$ cat config.mk
export PLATFORM = sky130hd
export DESIGN_NAME = nibble_cross_mult
export DESIGN_NICKNAME = d
export VERILOG_FILES = /design/src/rtl/vc_mult_pkg.sv /design/src/rtl/vc_rca_blk.sv /design/src/rtl/vc_skip_adder.sv /design/src/rtl/vc_col_core.sv /design/src/rtl/nibble_cross_mult.sv
export SDC_FILE = /design/constraint.sdc
export NUM_CORES = 1
export LEC_CHECK = 0
export BUFFER_PORTS_ARGS = -buffer_cell sky130_fd_sc_hd__clkbuf_2
export CAP_MARGIN = 20
export CORE_ASPECT_RATIO = 2
export CORE_MARGIN = 2
export CORE_UTILIZATION = 50
export CTS_BUF_LIST = sky130_fd_sc_hd__clkbuf_16
export DETAILED_ROUTE_END_ITERATION = 10
export PLACE_DENSITY = 0.73
export SLEW_MARGIN = 10
export SYNTH_ARGS = -nofsm -noshare
export SYNTH_HDL_FRONTEND = slang
export SYNTH_HIERARCHICAL = 1
export SYNTH_SLANG_ARGS = --single-unit
$ cat constraint.sdc
create_clock -name clk -period 0.8 [get_ports clk]
set_input_delay 0.04 -clock clk [delete_from_list [all_inputs] [get_ports clk]]
set_output_delay 0.04 -clock clk [all_outputs]
set_load 0.01 [all_outputs]
$ cat src/rtl/vc_mult_pkg.sv
package vc_mult_pkg;
   localparam int NIB_DEF  = 4;
   localparam int SKIP_DEF = 4;

   // width of the running column accumulator for an n-by-n column core
   function automatic int col_acc_w(input int n);
      return n + $clog2(n) + 2;
   endfunction
endpackage

$ cat src/rtl/vc_rca_blk.sv
module vc_rca_blk #(
   parameter int W = 4
) (
   input  logic [W-1:0] x,
   input  logic [W-1:0] y,
   input  logic         ci,
   output logic [W-1:0] s,
   output logic         co
);
   always_comb begin
      logic c;
      c = ci;
      for (int i = 0; i < W; i++) begin
         s[i] = x[i] ^ y[i] ^ c;
         c    = (x[i] & y[i]) | (c & (x[i] ^ y[i]));
      end
      co = c;
   end
endmodule

$ cat src/rtl/vc_skip_adder.sv
module vc_skip_adder #(
   parameter int W   = 8,
   parameter int BLK = 4
) (
   input  logic [W-1:0] x,
   input  logic [W-1:0] y,
   input  logic         ci,
   output logic [W-1:0] s,
   output logic         co
);
   localparam int NST = W / BLK;

   if (BLK < 1 || (W % BLK) != 0) begin : g_bad_blk
      $error("vc_skip_adder: W must be a multiple of BLK");
   end

   logic [NST:0] stage_c;
   assign stage_c[0] = ci;

   for (genvar g = 0; g < NST; g++) begin : g_stage
      logic [BLK-1:0] z;
      logic           blk_c;

      if (g == 0) begin : g_first
         vc_rca_blk #(.W(BLK)) u_rca (
            .x (x[BLK-1:0]),
            .y (y[BLK-1:0]),
            .ci(stage_c[0]),
            .s (z),
            .co(blk_c)
         );
         assign s[BLK-1:0]  = z;
         assign stage_c[1]  = blk_c;
      end else begin : g_rest
         // block starts from zero carry, runs in parallel with the others
         vc_rca_blk #(.W(BLK)) u_rca (
            .x (x[g*BLK +: BLK]),
            .y (y[g*BLK +: BLK]),
            .ci(1'b0),
            .s (z),
            .co(blk_c)
         );
         // half-adder chain adds the carry arriving from the stage below
         always_comb begin
            logic t;
            t = stage_c[g];
            for (int i = 0; i < BLK; i++) begin
               s[g*BLK + i] = z[i] ^ t;
               t            = z[i] & t;
            end
         end
         // skip term: own carry, or all-ones block passes the incoming carry
         assign stage_c[g+1] = blk_c | ((&z) & stage_c[g]);
      end
   end

   assign co = stage_c[NST];
endmodule

$ cat src/rtl/vc_col_core.sv
module vc_col_core #(
   parameter int N = 4
) (
   input  logic [N-1:0]   a,
   input  logic [N-1:0]   b,
   output logic [2*N-1:0] p
);
   import vc_mult_pkg::*;
   localparam int CW = col_acc_w(N);

   always_comb begin
      logic [CW-1:0] acc;
      acc = '0;
      p   = '0;
      for (int k = 0; k < 2*N-1; k++) begin
         for (int i = 0; i < N; i++) begin
            if ((k - i) >= 0 && (k - i) < N) begin
               acc = acc + CW'(a[i] & b[k-i]);
            end
         end
         p[k] = acc[0];
         acc  = acc >> 1;
      end
      p[2*N-1] = acc[0];
   end
endmodule

$ cat src/rtl/nibble_cross_mult.sv
module nibble_cross_mult #(
   parameter int NIB     = vc_mult_pkg::NIB_DEF,
   parameter int SKIP    = vc_mult_pkg::SKIP_DEF,
   parameter int REG_OUT = 1
) (
   input  logic              clk,
   input  logic              rst_n,
   input  logic [2*NIB-1:0]  opa,
   input  logic [2*NIB-1:0]  opb,
   output logic [4*NIB-1:0]  prod
);
   localparam int OPW = 2 * NIB;
   localparam int PW  = 2 * OPW;

   if (NIB < 2) begin : g_bad_nib
      $error("nibble_cross_mult: NIB must be at least 2");
   end
   if (SKIP < 1 || (OPW % SKIP) != 0) begin : g_bad_skip
      $error("nibble_cross_mult: SKIP must divide 2*NIB");
   end
   if (REG_OUT != 0 && REG_OUT != 1) begin : g_bad_reg
      $error("nibble_cross_mult: REG_OUT must be 0 or 1");
   end

   logic [NIB-1:0] a_lo, a_hi, b_lo, b_hi;
   assign a_lo = opa[NIB-1:0];
   assign a_hi = opa[OPW-1:NIB];
   assign b_lo = opb[NIB-1:0];
   assign b_hi = opb[OPW-1:NIB];

   logic [OPW-1:0] pp_ll, pp_lh, pp_hl, pp_hh;

   vc_col_core #(.N(NIB)) u_core_ll (.a(a_lo), .b(b_lo), .p(pp_ll));
   vc_col_core #(.N(NIB)) u_core_lh (.a(a_lo), .b(b_hi), .p(pp_lh));
   vc_col_core #(.N(NIB)) u_core_hl (.a(a_hi), .b(b_lo), .p(pp_hl));
   vc_col_core #(.N(NIB)) u_core_hh (.a(a_hi), .b(b_hi), .p(pp_hh));

   // merge 1: the two cross products
   logic [OPW-1:0] cross_s;
   logic           cross_c;
   vc_skip_adder #(.W(OPW), .BLK(SKIP)) u_add_cross (
      .x (pp_lh), .y (pp_hl), .ci(1'b0), .s(cross_s), .co(cross_c)
   );

   // merge 2: upper half of low-by-low joins the cross sum
   logic [OPW-1:0] mid_s;
   logic           mid_c;
   vc_skip_adder #(.W(OPW), .BLK(SKIP)) u_add_mid (
      .x (cross_s), .y ({{NIB{1'b0}}, pp_ll[OPW-1:NIB]}), .ci(1'b0),
      .s (mid_s), .co(mid_c)
   );

   // merge 3: high-by-high plus the upper nibble of mid and its carries
   // (cross and mid carries cannot both be set: their total stays below 2^(OPW+1))
   logic [OPW-1:0] top_s;
   logic           top_carry;
   vc_skip_adder #(.W(OPW), .BLK(SKIP)) u_add_top (
      .x (pp_hh),
      .y ({{(NIB-1){1'b0}}, cross_c | mid_c, mid_s[OPW-1:NIB]}),
      .ci(1'b0),
      .s (top_s), .co(top_carry)
   );

   logic [PW-1:0] prod_comb;
   assign prod_comb = {top_s, mid_s[NIB-1:0], pp_ll[NIB-1:0]};

   if (REG_OUT == 1) begin : g_reg
      always_ff @(posedge clk or negedge rst_n) begin
         if (!rst_n) prod <= '0;
         else        prod <= prod_comb;
      end
   end else begin : g_comb
      assign prod = prod_comb;
   end
endmodule

==> results of run 1 <==
-- metrics by stage --
stage	util, %	hold slack [ns]	power [W]	TNS, ns	cells
detailed placement	64.1	-0.00862	0.0100	-74.95	401
global placement	64.1	-0.0178	0.00955	-74.21	401
floorplan	-	-0.256	0.00751	-59.74	289
finish	68.6	0.126	0.0113	-70.36	408
CTS	67.9	0.160	0.0115	-70.85	408
global route	68.6	0.141	0.0129	-72.87	408
-- critical path: cells and delay by family --
family / cells / cell delay (ns)
simple gates: 3 / 0.52
buf+inv: 11 / 0.60
xor+xnor: 1 / 0.15
compound gates: 1 / 0.21
fa+ha+maj: 19 / 6.85
-- per-layer routing --
metal / GRT usage (%) / up-vias
li1: - / 889
met1: 21.1 / 954
met2: 42.5 / 38
met3: 1.45 / 8
met4: 8.01 / 0
met5: 0 / -
-- worst paths after layout --
path                             to  slack, ns  cells past startpoint
min in group asynchronous   prod[9]       0.25                      2
max in group asynchronous   prod[5]       0.26                      2
max                        prod[15]      -7.40                     35
min                         prod[0]       0.13                      3
-- power by group --
group / internal, W / switching, W / total, W
logic: 0.00434 / 0.00459 / 0.00893
registers: 0.00131 / 0.0000760 / 0.00138
clock network: 0.000664 / 0.000328 / 0.000992
total: 0.00632 / 0.00499 / 0.0113
-- timing repair --
item | 4_1_cts | 5_1_grt
gates cloned | 0 | 0
hold buffers | 1 | 0
endpoints found under the hold margin | 16 | 0
endpoints found under the setup margin | 14 | 14
setup buffers | 4 | 1
pin swaps | 18 | 10
resized for setup | 23 | 10
-- layout make-up --
cell class                 count  area (sq um)
sequential                    16           400
timing repair buffer          57           417
inverter                     107           402
clock buffer                   3          75.1
tap                           58          72.6
multi-input combinational    166          2150
clock inverter                 1          3.75
fill                         404          1620
==> impl_metrics.py, run 1 <==
metrics = {
    "clock_tree": {
        "cts_root_buf": "clkbuf_16",
        "cts_buffers": 3,
        "path_clk_slew_ns": 0.05,
        "cts_tree": "yes",
        "clock_sinks": 16,
        "cts_buffer_depth": 2,
        "htreeDepth": 1,
    },
    "logic_synthesis": {
        "syn_area_per_cell_sq_um": 9.44,
        "yosys_warnings": 6,
        "syn-cell-area_sq_mm": 0.00264,
        "synthCells": 280,
    },
    "floorplan": {
        "die_area_sq_mm": 0.00592,
        "die-height_microns": 107,
        "pin_count": 34,
        "rows": 37,
        "start_util_pct": 51.4,
        "die_w_microns": 55.4,
        "core-area_sq_mm": 0.00514,
    },
    "drt": {
        "remaining_drc_errors": 0,
        "vias": 1889,
        "dr.pass1.iters": 4,
        "top_layer": "met4",
        "wl_per_cell_microns": 13.5,
        "wl_met2_microns": 3360,
        "met1_length_microns": 1910,
        "ant_nets": 0,
        "wl_met3_microns": 99,
        "drt_iter0_drc": 40,
        "routed_via_density": 4.63,
        "wl_microns": 5500,
    },
    "timing": {
        "rsz0062_at_grt": "true",
        "setup_violations": 14,
        "fin_crit_ns": 8.20,
        "worst_slack_ns": -7.40,
        "timing.final.crit_share_pct": 1030,
        "max_freq_ghz": 0.122,
        "hold_viol": 0,
        "slew_viol_final": 0,
    },
    "setup_path": {
        "path_class": "primary input to register",
        "crit_path_frequent_cell": "fa_1",
        "cp.arrival_ns": 8.37,
        "cp_data_required_time_ns": 0.97,
        "startpoint": "opa[4]",
        "max_stage_delay_ns": 0.60,
        "worstSetupStartpointType": "primary input",
        "critPathMaxFanout": 2,
        "slowest_stage": "fa_2",
        "cp-end-kind": "register",
    },
    "finish": {
        "largest_reg_flops": 16,
        "finalNetCount": 450,
        "largest-register": "prod",
        "area_delta_synth_final_pct": 33.3,
        "layout_commonest_cell": "inv_1",
        "reg_top3": "prod x16",
        "drive_gt1_share_pct": 38.6,
        "final_cell_mix": "inv_1 (74), fa_1 (39), inv_2 (33), and2_1 (29), nand2_1 (28)",
        "num_antenna_cells": 0,
        "final_area_sq_mm": 0.00352,
    },
    "global_route": {
        "grt_start_max_net_pins": 17,
        "grt_pass1_vias": 2183,
        "grt_pass1_wl_microns": 9400,
        "antenna_found_initial": 0,
        "grt_overflow_total": 0,
        "grtUsageTotal_pct": 20.9,
    },
    "place": {
        "placed_cell_area_sq_mm": 0.00330,
        "place_ws_ns": -7.79,
        "routabilityCongestion": 0.836,
        "port_buffers": 33,
        "hpwl_microns": 4760,
    },
    "hold_path": {
        "hp-class": "primary input to register",
        "hold_start": "opb[0]",
    },
    "run_status": {
        "violations": "negative setup slack",
        "status": "finished, violations left",
    },
    "run": {
        "maxCapViolations": 0,
    },
    "pwr": {
        "ir_worst_vdd_mv": 3.46,
        "p_leak_nw": 1.81,
        "powerDensity_mw_per_mm2": 3210,
    },
}
Power figures use the tool's default switching activity.
==> inputs of run 2 (changes only) <==
Settings changed: CTS_BUF_LIST sky130_fd_sc_hd__clkbuf_16 to sky130_fd_sc_hd__clkbuf_8.
==> run 2 against run 1 <==
  * The run still ends with negative setup slack left
  * Worst setup slack lost 0.011 ns
  * Die area is the same
  * Clock power shrank 28%
  * Sequential power is essentially flat
  * Via count shrank 1.1%
  * Wire length grew 0.85%
  * Critical endpoint unchanged
  * Largest cell class unchanged
  * Highest routed layer unchanged
==> impl_metrics.py, run 2 (synthesis gave the netlist of run 1 again) <==
metrics = {
    "finish": {
        "drive_gt1_share_pct": 40.4,
        "largest_reg_flops": 16,
        "largest-register": "prod",
        "regArea_sq_um": 400,
        "reg_top3": "prod x16",
        "layout_commonest_cell": "inv_1",
        "multiInputGateArea_sq_mm": 0.00217,
        "fillCellCount": 399,
        "num_antenna_cells": 0,
        "area_delta_synth_final_pct": 32.9,
        "final_cell_mix": "inv_1 (70), fa_1 (38), inv_2 (37), and2_1 (29), nand2_1 (28)",
        "postLayoutCoreUtil_pct": 68.4,
        "finalNetCount": 449,
    },
    "clock_tree": {
        "cts_tree": "yes",
        "cts_buffers": 3,
        "clock_sinks": 16,
        "htreeDepth": 1,
        "path_clk_slew_ns": 0.06,
        "cts_buffer_depth": 2,
        "cts_root_buf": "clkbuf_8",
    },
    "global_route": {
        "grt_pass1_wl_microns": 9400,
        "grtUsageTotal_pct": 20.8,
        "grt_start_max_net_pins": 17,
        "grt_pass1_vias": 2215,
        "grt_overflow_total": 0,
        "antenna_found_initial": 0,
    },
    "setup_path": {
        "crit_path_frequent_cell": "inv_2",
        "worstSetupStartpointType": "primary input",
        "cp-end-kind": "register",
        "path_class": "primary input to register",
        "critPathMaxFanout": 2,
        "slowest_stage": "fa_1",
        "max_stage_delay_ns": 0.52,
        "cp_data_required_time_ns": 0.94,
        "cp.arrival_ns": 8.35,
    },
    "timing": {
        "max_freq_ghz": 0.122,
        "hold_viol": 0,
        "worst_slack_ns": -7.41,
        "rsz0062_at_grt": "true",
        "slew_viol_final": 0,
        "fin_crit_ns": 8.21,
        "setup_violations": 14,
        "timing.final.crit_share_pct": 1030,
    },
    "pwr": {
        "ir_worst_vdd_mv": 3.88,
        "powerDensity_mw_per_mm2": 3270,
        "total_power_w": 0.0115,
        "p_leak_nw": 1.79,
    },
    "drt": {
        "remaining_drc_errors": 0,
        "wl_microns": 5550,
        "routed_via_density": 4.59,
        "wl_per_cell_microns": 13.6,
        "drt_iter0_drc": 32,
        "vias": 1868,
        "dr.pass1.iters": 4,
        "ant_nets": 0,
    },
    "hold_path": {
        "min_to": "prod[0]",
        "hold_start": "opb[0]",
        "hp-class": "primary input to register",
        "holdPathStages": 3,
    },
    "floorplan": {
        "die_w_microns": 55.4,
        "rows": 37,
        "start_util_pct": 51.4,
        "pin_count": 34,
        "core-area_sq_mm": 0.00514,
        "die_area_sq_mm": 0.00592,
        "die-height_microns": 107,
    },
    "place": {
        "port_buffers": 33,
        "routabilityCongestion": 0.836,
        "hpwl_microns": 4760,
    },
    "run_status": {
        "status": "finished, violations left",
        "violations": "negative setup slack",
    },
    "run": {
        "maxCapViolations": 0,
    },
}
run 2: where the power goes:
part	total [W]	internal, W	switching (W)
Combinational	0.00938	0.00463	0.00476
Sequential	0.00138	0.00131	0.0000757
Clock	0.000717	0.000437	0.000280
run 2: area by class of cell:
cell class | instances | share of cell area [%]
multi-input cells | 166 | 61.7
well taps | 58 | 2.06
clock buffers | 4 | 1.57
repair buffers | 56 | 11.9
flip-flops and latches | 16 | 11.4
inverters | 107 | 11.4
run 2: layer usage:
metal / vias to the layer above / track usage (%) / routed length, microns
met5: - / 0 / 0
met4: 0 / 9.58 / 202
met3: 14 / 1.57 / 114
met2: 35 / 42.1 / 3380
met1: 933 / 20.5 / 1860
li1: 886 / - / -
run 2: worst max path at each step:
stage | cells past startpoint | startpoint | end | slack, ns
floorplan | 33 | opb[1] | prod[15] | -6.69
global placement | 40 | opb[0] | prod[15] | -7.63
detailed placement | 37 | opb[0] | prod[15] | -7.79
CTS | 37 | opb[0] | prod[15] | -7.47
global route | 40 | opa[4] | prod[15] | -7.72
finish | 40 | opa[4] | prod[15] | -7.41
run 2: metrics by stage:
step	TNS [ns]	hold slack (ns)	std cells	worst slack [ns]	instance area (sq um)
2_1_floorplan	-59.74	-0.256	289	-6.69	2900
3_3_place_gp	-74.21	-0.0178	401	-7.63	3300
3_5_place_dp	-74.95	-0.00862	401	-7.79	3300
4_1_cts	-71.37	0.156	413	-7.47	3500
5_1_grt	-72.46	0.134	407	-7.72	3510
6_report	-70.14	0.124	407	-7.41	3510
run 2: worst max-delay path: cells and delay by family:
kind	cells	cell delay [ns]
buffers and inverters	15	0.83
XOR/XNOR	2	0.29
AND/OR/NAND/NOR	3	0.40
AO/OA/AOI/OAI	1	0.13
adder cells (fa/ha/maj)	19	6.67
run 2: timing repair:
| action | 4_1_cts | 5_1_grt |
|---|---|---|
| hold buffers | 1 | 0 |
| endpoints found under the setup margin | 14 | 19 |
| resized for setup | 24 | 25 |
| buffers inserted | 10 | 1 |
| endpoints found under the hold margin | 16 | 0 |
| pin swaps | 23 | 16 |
